$ cat src/rtl/uart_rx_pkg.sv
package uart_rx_pkg;

    typedef enum logic [2:0] {
        RX_IDLE,
        RX_START,
        RX_DATA,
        RX_PAR,
        RX_STOP
    } rx_state_e;

    typedef struct packed {
        logic [7:0] data;
        logic       par_bad;
        logic       frm_bad;
    } rx_char_t;

    // index of the final data bit for a length select of 0..3 (5..8 bits)
    function automatic logic [2:0] last_bit_idx(input logic [1:0] len_sel);
        return {1'b1, len_sel};
    endfunction

    // 1 when the received parity bit disagrees with the selected sense
    function automatic logic parity_miss(input logic [7:0] d, input logic pbit,
                                         input logic odd);
        return (^d) ^ pbit ^ odd;
    endfunction

endpackage

$ cat src/rtl/uart_rx_sampler.sv
module uart_rx_sampler
    import uart_rx_pkg::*;
#(
    parameter int OSR = 8
) (
    input  logic       clk,
    input  logic       rst,
    input  logic       baud_tick,
    input  logic       rx_in,
    input  logic [1:0] cfg_len,
    input  logic       cfg_par_en,
    input  logic       cfg_par_odd,
    output logic       char_valid,
    output rx_char_t   char_out
);
    localparam int CW = $clog2(OSR + 1);
    localparam logic [CW-1:0] MID_CNT  = CW'(OSR / 2);
    localparam logic [CW-1:0] FULL_CNT = CW'(OSR);
    localparam logic [CW-1:0] ONE_CNT  = CW'(1);

    logic [1:0] sync_q;
    logic       rx_s;
    logic       rx_prev;
    rx_state_e  state;
    logic [CW-1:0] cnt;
    logic [2:0] bit_idx;
    logic [7:0] shreg;
    logic       par_bad;

    assign rx_s = sync_q[1];

    always_ff @(posedge clk) begin
        if (rst) begin
            sync_q     <= 2'b11;
            rx_prev    <= 1'b1;
            state      <= RX_IDLE;
            cnt        <= '0;
            bit_idx    <= '0;
            shreg      <= '0;
            par_bad    <= 1'b0;
            char_valid <= 1'b0;
            char_out   <= '0;
        end else begin
            sync_q     <= {sync_q[0], rx_in};
            char_valid <= 1'b0;
            if (baud_tick) begin
                rx_prev <= rx_s;
                if (state != RX_IDLE) begin
                    cnt <= cnt + ONE_CNT;
                end
                case (state)
                    RX_IDLE: begin
                        if (rx_prev && !rx_s) begin
                            state <= RX_START;
                            cnt   <= ONE_CNT;
                        end
                    end
                    RX_START: begin
                        if (cnt == MID_CNT) begin
                            cnt <= ONE_CNT;
                            if (rx_s) begin
                                state <= RX_IDLE;
                            end else begin
                                state   <= RX_DATA;
                                bit_idx <= '0;
                                shreg   <= '0;
                                par_bad <= 1'b0;
                            end
                        end
                    end
                    RX_DATA: begin
                        if (cnt == FULL_CNT) begin
                            cnt            <= ONE_CNT;
                            shreg[bit_idx] <= rx_s;
                            if (bit_idx == last_bit_idx(cfg_len)) begin
                                state <= cfg_par_en ? RX_PAR : RX_STOP;
                            end else begin
                                bit_idx <= bit_idx + 3'd1;
                            end
                        end
                    end
                    RX_PAR: begin
                        if (cnt == FULL_CNT) begin
                            cnt     <= ONE_CNT;
                            par_bad <= parity_miss(shreg, rx_s, cfg_par_odd);
                            state   <= RX_STOP;
                        end
                    end
                    RX_STOP: begin
                        if (cnt == FULL_CNT) begin
                            char_valid       <= 1'b1;
                            char_out.data    <= shreg;
                            char_out.par_bad <= par_bad;
                            char_out.frm_bad <= !rx_s;
                            state            <= RX_IDLE;
                        end
                    end
                    default: state <= RX_IDLE;
                endcase
            end
        end
    end

endmodule

$ cat src/rtl/uart_rx_queue.sv
module uart_rx_queue #(
    parameter int W     = 8,
    parameter int DEPTH = 4,
    localparam int PW   = (DEPTH > 1) ? $clog2(DEPTH) : 1,
    localparam int CNTW = $clog2(DEPTH + 1)
) (
    input  logic            clk,
    input  logic            rst,
    input  logic            push,
    input  logic [W-1:0]    din,
    input  logic            pop,
    output logic [W-1:0]    dout,
    output logic            full,
    output logic            empty,
    output logic [CNTW-1:0] count
);
    localparam logic [PW-1:0]   LAST_PTR = PW'(DEPTH - 1);
    localparam logic [CNTW-1:0] FULL_CNT = CNTW'(DEPTH);

    logic [W-1:0]  mem [DEPTH];
    logic [PW-1:0] wptr, rptr;
    logic          do_push, do_pop;

    assign full    = (count == FULL_CNT);
    assign empty   = (count == '0);
    assign do_push = push && !full;
    assign do_pop  = pop && !empty;
    assign dout    = mem[rptr];

    always_ff @(posedge clk) begin
        if (do_push) begin
            mem[wptr] <= din;
        end
    end

    always_ff @(posedge clk) begin
        if (rst) begin
            wptr  <= '0;
            rptr  <= '0;
            count <= '0;
        end else begin
            if (do_push) begin
                wptr <= (wptr == LAST_PTR) ? '0 : wptr + PW'(1);
            end
            if (do_pop) begin
                rptr <= (rptr == LAST_PTR) ? '0 : rptr + PW'(1);
            end
            case ({do_push, do_pop})
                2'b10:   count <= count + CNTW'(1);
                2'b01:   count <= count - CNTW'(1);
                default: count <= count;
            endcase
        end
    end

endmodule

$ cat src/rtl/uart_rx_stage.sv
module uart_rx_stage (
    input  logic       clk,
    input  logic       rst,
    input  logic       char_valid,
    input  logic       char_par_bad,
    input  logic       char_frm_bad,
    input  logic       q_full,
    input  logic       q_empty,
    input  logic [7:0] q_head,
    input  logic       rbr_rd,
    input  logic       lsr_rd,
    output logic       q_push,
    output logic       q_pop,
    output logic [7:0] rbr_data,
    output logic       data_ready,
    output logic       overrun_err,
    output logic       parity_err,
    output logic       framing_err
);
    logic overrun_evt, pe_evt, fe_evt;

    assign q_push      = char_valid && !q_full;
    assign overrun_evt = char_valid && q_full;
    assign pe_evt      = q_push && char_par_bad;
    assign fe_evt      = q_push && char_frm_bad;
    assign q_pop       = !q_empty && (!data_ready || rbr_rd);

    always_ff @(posedge clk) begin
        if (rst) begin
            rbr_data   <= '0;
            data_ready <= 1'b0;
        end else if (q_pop) begin
            rbr_data   <= q_head;
            data_ready <= 1'b1;
        end else if (rbr_rd) begin
            data_ready <= 1'b0;
        end
    end

    always_ff @(posedge clk) begin
        if (rst) begin
            overrun_err <= 1'b0;
            parity_err  <= 1'b0;
            framing_err <= 1'b0;
        end else begin
            overrun_err <= overrun_evt || (overrun_err && !lsr_rd);
            parity_err  <= pe_evt      || (parity_err  && !lsr_rd);
            framing_err <= fe_evt      || (framing_err && !lsr_rd);
        end
    end

endmodule

$ cat src/rtl/uart_rx_top.sv
module uart_rx_top
    import uart_rx_pkg::*;
#(
    parameter int DEPTH = 4,
    parameter int OSR   = 8
) (
    input  logic       clk,
    input  logic       rst,
    input  logic       baud_tick,
    input  logic       rx_in,
    input  logic [1:0] cfg_len,
    input  logic       cfg_par_en,
    input  logic       cfg_par_odd,
    input  logic       rbr_rd,
    input  logic       lsr_rd,
    output logic [7:0] rbr_data,
    output logic       data_ready,
    output logic       overrun_err,
    output logic       parity_err,
    output logic       framing_err,
    output logic       irq_data_avail,
    output logic       irq_line_status
);
    localparam int CNTW = $clog2(DEPTH + 1);

    logic            char_valid;
    rx_char_t        char_out;
    logic            q_push, q_pop, q_full, q_empty;
    logic [7:0]      q_head;
    logic [CNTW-1:0] fifo_count;

    uart_rx_sampler #(.OSR(OSR)) i_sampler (
        .clk        (clk),
        .rst        (rst),
        .baud_tick  (baud_tick),
        .rx_in      (rx_in),
        .cfg_len    (cfg_len),
        .cfg_par_en (cfg_par_en),
        .cfg_par_odd(cfg_par_odd),
        .char_valid (char_valid),
        .char_out   (char_out)
    );

    uart_rx_queue #(.W(8), .DEPTH(DEPTH)) i_queue (
        .clk  (clk),
        .rst  (rst),
        .push (q_push),
        .din  (char_out.data),
        .pop  (q_pop),
        .dout (q_head),
        .full (q_full),
        .empty(q_empty),
        .count(fifo_count)
    );

    uart_rx_stage i_stage (
        .clk         (clk),
        .rst         (rst),
        .char_valid  (char_valid),
        .char_par_bad(char_out.par_bad),
        .char_frm_bad(char_out.frm_bad),
        .q_full      (q_full),
        .q_empty     (q_empty),
        .q_head      (q_head),
        .rbr_rd      (rbr_rd),
        .lsr_rd      (lsr_rd),
        .q_push      (q_push),
        .q_pop       (q_pop),
        .rbr_data    (rbr_data),
        .data_ready  (data_ready),
        .overrun_err (overrun_err),
        .parity_err  (parity_err),
        .framing_err (framing_err)
    );

    assign irq_data_avail  = data_ready;
    assign irq_line_status = overrun_err || parity_err || framing_err;

endmodule

$ cat config.mk
export PLATFORM = sky130hd
export DESIGN_NAME = uart_rx_top
export DESIGN_NICKNAME = d
export VERILOG_FILES = /design/src/rtl/uart_rx_pkg.sv /design/src/rtl/uart_rx_sampler.sv /design/src/rtl/uart_rx_queue.sv /design/src/rtl/uart_rx_stage.sv /design/src/rtl/uart_rx_top.sv
export SDC_FILE = /design/constraint.sdc
export NUM_CORES = 1
export LEC_CHECK = 0
export BUFFER_PORTS_ARGS = -buffer_cell sky130_fd_sc_hd__buf_2
export CAP_MARGIN = 20
export CORE_ASPECT_RATIO = 0.7
export CORE_MARGIN = 2
export CORE_UTILIZATION = 63
export CTS_BUF_LIST = sky130_fd_sc_hd__clkbuf_16
export CTS_CLUSTER_SIZE = 25
export DETAILED_ROUTE_END_ITERATION = 8
export PLACE_DENSITY = 0.9
export SYNTH_ARGS = -nofsm -noshare
export SYNTH_HDL_FRONTEND = slang
export SYNTH_SLANG_ARGS = --single-unit
$ cat constraint.sdc
create_clock -name clk -period 3.47 [get_ports clk]
set_input_delay 0.1735 -clock clk [delete_from_list [all_inputs] [get_ports clk]]
set_output_delay 0.1735 -clock clk [all_outputs]
set_load 0.05 [all_outputs]
; After elaboration in Yosys (flattened, before gate mapping)
; Memory sizes are Yosys's and may differ from the RTL's. A register that Yosys moved wholly into a read port is not among the register bits.
; Index checks and enable logic that the tools add are counted.
[totals]
regBits = 44
word_cells = 127
rom_bits = 0
inputBits = 10
output_inout_bits = 14
latch_bits = 0
n_memories = 1
mem_bits_rw = 32
[memory_table]
columns = memory, depth, width, read_ports, rd_ports_with_merged_regs, write_ports, line
row1 = i_queue.mem, 4, 8, 1, 1, 1, uart_rx_queue.sv:20  ; logic [W-1:0] mem [DEPTH];
[classes]
n_lt_le_gt_ge = 2
n_mux = 38
bitwise = 4
n_addsub = 6
mul = 0
reduce_logical = 38
shift = 0
div_mod_pow = 0
n_eq_ne = 20
[ops]
columns = cell, count
row1 = $mux 3, 11
row2 = $mux 8, 3
row3 = $mux 4, 4
row4 = $pmux 8 s2, 1
row5 = $pmux 3 s5, 1
row6 = $logic_and 1x1->1, 12
row7 = $ne 2x1->1 const B, 6
row8 = $pmux 3 s2, 2
row9 = $pmux 4 s3, 1
row10 = $reduce_and 5->1, 2
row11 = $mux 1, 9
row12 = $bwmux 8, 1
row13 = $reduce_bool 2->1, 4
row14 = $reduce_xor 8->1, 1
row15 = $reduce_and 7->1, 1
row16 = $add 3x1->3 const B, 2
row17 = $eq 2x2->1 const B, 3
row18 = $eq 3x2->1 const B, 2
row19 = $eq 3x3->1 const B, 2
row20 = $logic_not 3->1, 2
row21 = $logic_or 1x1->1, 6
row22 = $mux 2, 3
row23 = $reduce_and 6->1, 1
row24 = $logic_not 1->1, 5
row25 = other kinds (19), 23

; Depth between registers and ports, before layout
[logic_depth]
ltp_word = 7
depth_mapped = 10
depth_no_buf = 10

; Hierarchy
; A second synthesis with hierarchy kept.
[hier_totals]
cells_unflattened = 349
hier_area_um2 = 3973.8
[modules_own_cells]
columns = module, seq_area_each_um2, instances, area_per_inst_um2, cells_each
row1 = uart_rx_sampler, 660.6, 1, 1796.7, 201
row2 = uart_rx_queue, 1141.1, 1, 1647.8, 96
row3 = uart_rx_stage, 240.2, 1, 515.5, 50
row4 = uart_rx_top, 0.0, 1, 13.8, 2

; Least setup slack after synthesis
; Ideal clock, no wire load.
[synth_timing]
kind = register to register
start = register i_stage.data_ready
end = register i_queue.count[2]
setup_ps = 70
path_slack_ps = 1377
arrival_ps = 2022
synth_period_minus_slack_ps = 2093
stages_incl_launch_ff = 9
required_time_ps = 3400
path_buffers = 0
path_cell_list = dfxtp_1 > a21o_1 > clkinv_1 > ha_1 > inv_1 > fa_1 > xor2_1 > or3_1 > a21oi_1
[synth_between]
elab_chain_cells = 6
word_cells_on_any_way = 8
classes_between = eq/ne (2) / mux (1) / reduce/logical (5)
[synth_rtl]
columns = item, line
row1 = from (decl), uart_rx_stage.sv:15  ; output logic data_ready,
row2 = from (signal assigned), uart_rx_stage.sv:31  ; data_ready <= 1'b0;
row3 = from (signal assigned), uart_rx_stage.sv:34  ; data_ready <= 1'b1;
row4 = from (signal assigned), uart_rx_stage.sv:36  ; data_ready <= 1'b0;
row5 = $logic_not 1->1 *, uart_rx_stage.sv:26  ; assign q_pop = !q_empty && (!data_ready || rbr_rd);
row6 = $logic_or 1x1->1 *, uart_rx_stage.sv:26
row7 = $logic_and 1x1->1 *, uart_rx_stage.sv:26
row8 = $logic_and 1x1->1 *, uart_rx_queue.sv:27  ; assign do_pop = pop && !empty;
row9 = net i_queue.do_pop, uart_rx_queue.sv:22  ; logic do_push, do_pop;
row10 = $eq 2x1->1 / $eq 2x2->1 (equally long branches), uart_rx_queue.sv:48  ; case ({do_push, do_pop})
row11 = $pmux 3 s2 / $reduce_bool 2->1 (equally long branches), -
row12 = to (signal assigned), uart_rx_queue.sv:49  ; 2'b10: count <= count + CNTW'(1);
row13 = to (signal assigned), uart_rx_queue.sv:50  ; 2'b01: count <= count - CNTW'(1);
row14 = to (signal assigned), uart_rx_queue.sv:51  ; default: count <= count;
row15 = to (decl), uart_rx_queue.sv:15  ; output logic [CNTW-1:0] count
; Mark *: on every way through the listed nets, which the timed path passes. The rest lies on a longest branch.
; A chain may end at the register's enable or synchronous reset.

; Worst setup path in the final report
[layout_timing]
start = register i_queue.count[0]
end = register i_queue.count[2]
[layout_between]
elab_chain_cells = 6
word_cells_on_any_way = 14
classes_between = add/sub (2) / eq/ne (3) / mux (1) / reduce/logical (8)
[layout_rtl]
columns = item, line
row1 = $logic_not 3->1 *, uart_rx_queue.sv:25  ; assign empty = (count == '0);
row2 = $logic_not 1->1 *, "uart_rx_queue.sv:27, uart_rx_stage.sv:26"
row3 = $logic_and 1x1->1, uart_rx_stage.sv:26
row4 = $logic_and 1x1->1 *, uart_rx_queue.sv:27
row5 = net i_queue.do_pop, uart_rx_queue.sv:22
row6 = $eq 2x1->1 / $eq 2x2->1 (equally long branches), uart_rx_queue.sv:48
row7 = $pmux 3 s2 / $reduce_bool 2->1 (equally long branches), -
; Marks and branches as above.

==> metrics list <==
- Average via count per standard cell: 5.93
- Post-place instance area: 3870 um2
- Cells along the critical path: nor3_1, a21o_1, clkinv_1, ha_1, inv_1, fa_1, xor2_1, or3_1, a21oi_1
- Post-route core utilization: 73.2%
* Origin of the critical flop-to-flop path: i_queue.count[0]
- The critical path is of the register to register type.
- Synth-to-Final Area Change: 11.8%
- The first global-routing pass estimated 11800 um of wire.
- Combined global-route utilization of all metal layers: 24.5%
* Final cycle utilization of the critical path: 71.3%
- Clock latency on the worst-skew pair: 0.33 ns
* Commonest register cell after synthesis: sky130_fd_sc_hd__dfxtp_1
- Once the floorplan was initialized, standard cells occupied 65.5% of the core.
* Worst Setup SP: i_queue.count[0]
- Minimum clock period after layout: 2.47 ns
- Post-synthesis sequential area ratio: 53.4%
- Summed over all layers, the global routing overflow is 0.
- Number of nets at the end of the flow: 385
- Endpoint with the worst hold slack: i_sampler.sync_q[0]
- Run status: finished, final reports clean
* Number of distinct library cell variants in the gate-level netlist after synthesis: 58
- For this run, design rule violations remaining after detail routing come to 0.
- In this run the power density over the cells is 499 nW/um2.
* Path class of the lowest-slack min-delay path: input port to register
- The tool flagged a number of max-cap violations equal to 0.
* Vias in the first global route: 2381
* Number of resized instances in the post-cts repair step: 0
- Warnings from Yosys: 0
* Detailed placer's ending HPWL: 4860 um
* Net count after synthesis: 369
* Category of the worst setup path capture point: register
- Worst vdd rail ir drop: 0.000335 V
* Number of inserted diodes: 0
- Clock tree synthesis found a total of 84 sinks.
* Final ANT Viol Nets: 0
- Remaining max-slew budget at the tightest pin: 37.4%
* Max Buffers Root-to-Sink: 2
- At the worst endpoint, the required time is 3.72 ns.
* Biggest cell delay along the critical path: 0.34 ns
- Of all flip-flops after synthesis, the portion carrying an async set or reset was 0%.
* Number of input and output port buffers inserted: 23
* Critical-path cell with the highest stage delay: sky130_fd_sc_hd__dfxtp_1
- The floorplan has 23 rows.
- Startpoint types: register
- Number of clock buffers inserted by TritonCTS: 9
- TritonCTS built the clock tree.
- Htree depth: 3
- After filler insertion, the fill cell instance count of the layout stands at 386.
* Layout cell share with drive strength beyond 1: 15.4%
- Clock tree root buffer cell: sky130_fd_sc_hd__clkbuf_16
* Static power due to leakage: 1.56 nW
- Based on the critical path, the design can be clocked at up to 0.404 GHz.
* Worst Skew: 0.00858 ns
* Final hold violations: 0
- Commonest non-fill, non-tap cell in the layout: sky130_fd_sc_hd__dfxtp_1
* Reg-to-reg endpoint: i_queue.count[2]
* Cells after Synth: 349
* RSZ-0062 raised after global routing: no
- Floorplan die area: 6590 um2
- Gpl congestion: 0.844
- Hold buffer count at cts: 0
- Setup total negative slack: 0 ns
- Width of the die: 96.2 um
- The worst hold path begins at rx_in.
- At the pin with the least slew margin, the transition time is 0.939 ns.
* Number of enable-type register cells in the synthesized netlist: 32
- Pin count of the biggest net entering global routing: 55
- Data arrives at the worst endpoint at 2.72 ns.
- Number of detailed-route iterations in the first pass: 4
* Post-CTS clock slew at the launch and capture registers of the worst setup and hold paths: 0.06 ns
* Height of the chip: 68.5 um
- Number of antenna violations at the first check in global routing: 0
* Buffers inserted during post-CTS setup optimization: 0
* Register bit total from synthesis: 84
- Reg-to-reg setup timing slack: 1.0 ns
* Hold_ws: 0.0190 ns
- After synthesis the cells add up to 3750 um2.
- Setup violations remaining at the end of the flow were counted as 0.
* Count of vias placed by the detailed router: 2640
- Routed wire length: 7280 um
- Most used cells in the layout excluding fill and tap cells: sky130_fd_sc_hd__dfxtp_1 (52), sky130_fd_sc_hd__nor2_1 (34), sky130_fd_sc_hd__edfxtp_1 (32)
- Number of cells on the worst reg-to-reg path: 9
- The total area inside the core boundary comes to 5730 um2.
- Of all nets on the critical path, the largest fanout is 12.
- Ports placed on the boundary: 24
- For this block, the initial DRC count from the detailed router was 166.
* Final Slew Violations: 0
- The worst hold path was traced through 2 stages.
- Mean instance size in the synthesized netlist: 10.7 um2
* Avg WL per Cell: 16.4 um
- After routing the design area is 4190 um2.
[worst max path at each step]
stage / end / slack, ns / cells past startpoint
global placement: i_queue.count[2] / 1.17 / 9
finish: i_queue.count[2] / 1.0 / 9
global route: i_queue.count[2] / 0.81 / 9
floorplan: i_queue.count[2] / 1.38 / 8
detailed placement: i_queue.count[2] / 1.03 / 9
CTS: i_queue.count[2] / 1.01 / 9
[flip-flops by register name (all words and copies together) (netlist names), 2 cells and up]
| register | count |
|---|---|
| i_stage.rbr_data | 8 |
| i_sampler.state | 3 |
| i_queue.count | 3 |
| i_sampler.cnt | 4 |
| i_sampler.bit_idx | 3 |
| i_sampler.shreg | 8 |
| i_queue.rptr | 2 |
| i_queue.wptr | 2 |
| i_queue.mem | 32 |
| i_sampler.sync_q | 2 |
| i_sampler.char_out | 10 |
[power breakdown]
part	switching, mW	internal, mW	leakage [nW]
sequential	0.00528	1.02	0.706
clock	0.387	0.635	0.156
combinational	0.0287	0.0181	0.693
[cell families (layout without fill, tap and decap cells)]
kind of cell               count (synthesis)  count (layout)  synth area share [%]
AOI/OAI and AO/OA                         71              71                  11.9
xor gates and xnor gates                  12              12                  3.17
adders and majority gates                 10              10                  3.54
buffers and inverters                     35              56                  4.07
DFF                                       84              84                  53.4
muxes                                     18              18                  7.48
and+or+nand+nor                          119             119                  16.4
[cell type report]
cell class	instances	area, um2	area share (%)
flip-flops and latches	84	2000	47.7
repair buffers	23	115	2.75
clock inverters	7	98.8	2.36
clock buffers	9	225	5.37
inverters	17	63.8	1.52
multi-input cells	230	1590	38.0
well taps	75	93.8	2.24
[worst max-delay path: cells and delay by family (launching register included)]
| kind | cells | cell delay, ns |
|---|---|---|
| compound gates | 2 | 0.49 |
| xor+xnor | 1 | 0.07 |
| fa+ha+maj | 2 | 0.50 |
| buf+inv | 2 | 0.41 |
| flops | 1 | 0.34 |
| simple gates | 2 | 0.57 |
[through the flow]
stage                     setup slack [ns]  std cells  power (mW)
after global placement                1.17        429        1.09
after floorplan                       1.38        349        1.08
after detailed placement              1.03        429        1.09
after CTS                             1.01        445        2.10
final                                0.996        445        2.09
after global routing                 0.808        445        2.15
[metal layers]
metal	up-vias	track usage [%]	routed length [um]
met4	0	6.43	51
met2	99	38.1	3380
met3	6	7.39	473
met1	1254	34.0	3370
met5	-	0	0
li1	1281	-	-
[cells in the mapped netlist, types with 2 or more instances]
| library cell | n | area (um2) |
|---|---|---|
| sky130_fd_sc_hd__or3_1 | 5 | 31.3 |
| sky130_fd_sc_hd__dfxtp_1 | 52 | 1040 |
| sky130_fd_sc_hd__or2_2 | 4 | 25.0 |
| sky130_fd_sc_hd__buf_4 | 2 | 15.0 |
| sky130_fd_sc_hd__a21oi_1 | 27 | 135 |
| sky130_fd_sc_hd__nor2b_1 | 12 | 75.1 |
| sky130_fd_sc_hd__xor2_1 | 2 | 17.5 |
| sky130_fd_sc_hd__ha_1 | 9 | 113 |
| sky130_fd_sc_hd__nor2_1 | 34 | 128 |
| sky130_fd_sc_hd__nand4_1 | 2 | 12.5 |
| sky130_fd_sc_hd__mux2i_1 | 10 | 100 |
| sky130_fd_sc_hd__clkbuf_1 | 10 | 37.5 |
| sky130_fd_sc_hd__inv_1 | 16 | 60.1 |
| sky130_fd_sc_hd__nand2b_1 | 4 | 25.0 |
| sky130_fd_sc_hd__nand2_1 | 27 | 101 |
| sky130_fd_sc_hd__mux4_2 | 8 | 180 |
| sky130_fd_sc_hd__o31ai_1 | 3 | 22.5 |
| sky130_fd_sc_hd__or4_1 | 2 | 15.0 |
| sky130_fd_sc_hd__edfxtp_1 | 32 | 961 |
| sky130_fd_sc_hd__and2_1 | 2 | 12.5 |
| sky130_fd_sc_hd__nand3_1 | 5 | 25.0 |
| sky130_fd_sc_hd__a31oi_1 | 5 | 31.3 |
| sky130_fd_sc_hd__and3_1 | 4 | 25.0 |
| sky130_fd_sc_hd__xnor2_1 | 9 | 78.8 |
| sky130_fd_sc_hd__o21ai_0 | 15 | 75.1 |
| sky130_fd_sc_hd__nor4b_1 | 2 | 17.5 |
| sky130_fd_sc_hd__buf_2 | 5 | 25.0 |
| sky130_fd_sc_hd__o32ai_1 | 2 | 17.5 |
| sky130_fd_sc_hd__nor3_1 | 7 | 35.0 |
| sky130_fd_sc_hd__a22oi_1 | 4 | 30.0 |
(Power assumes the default switching activity.)
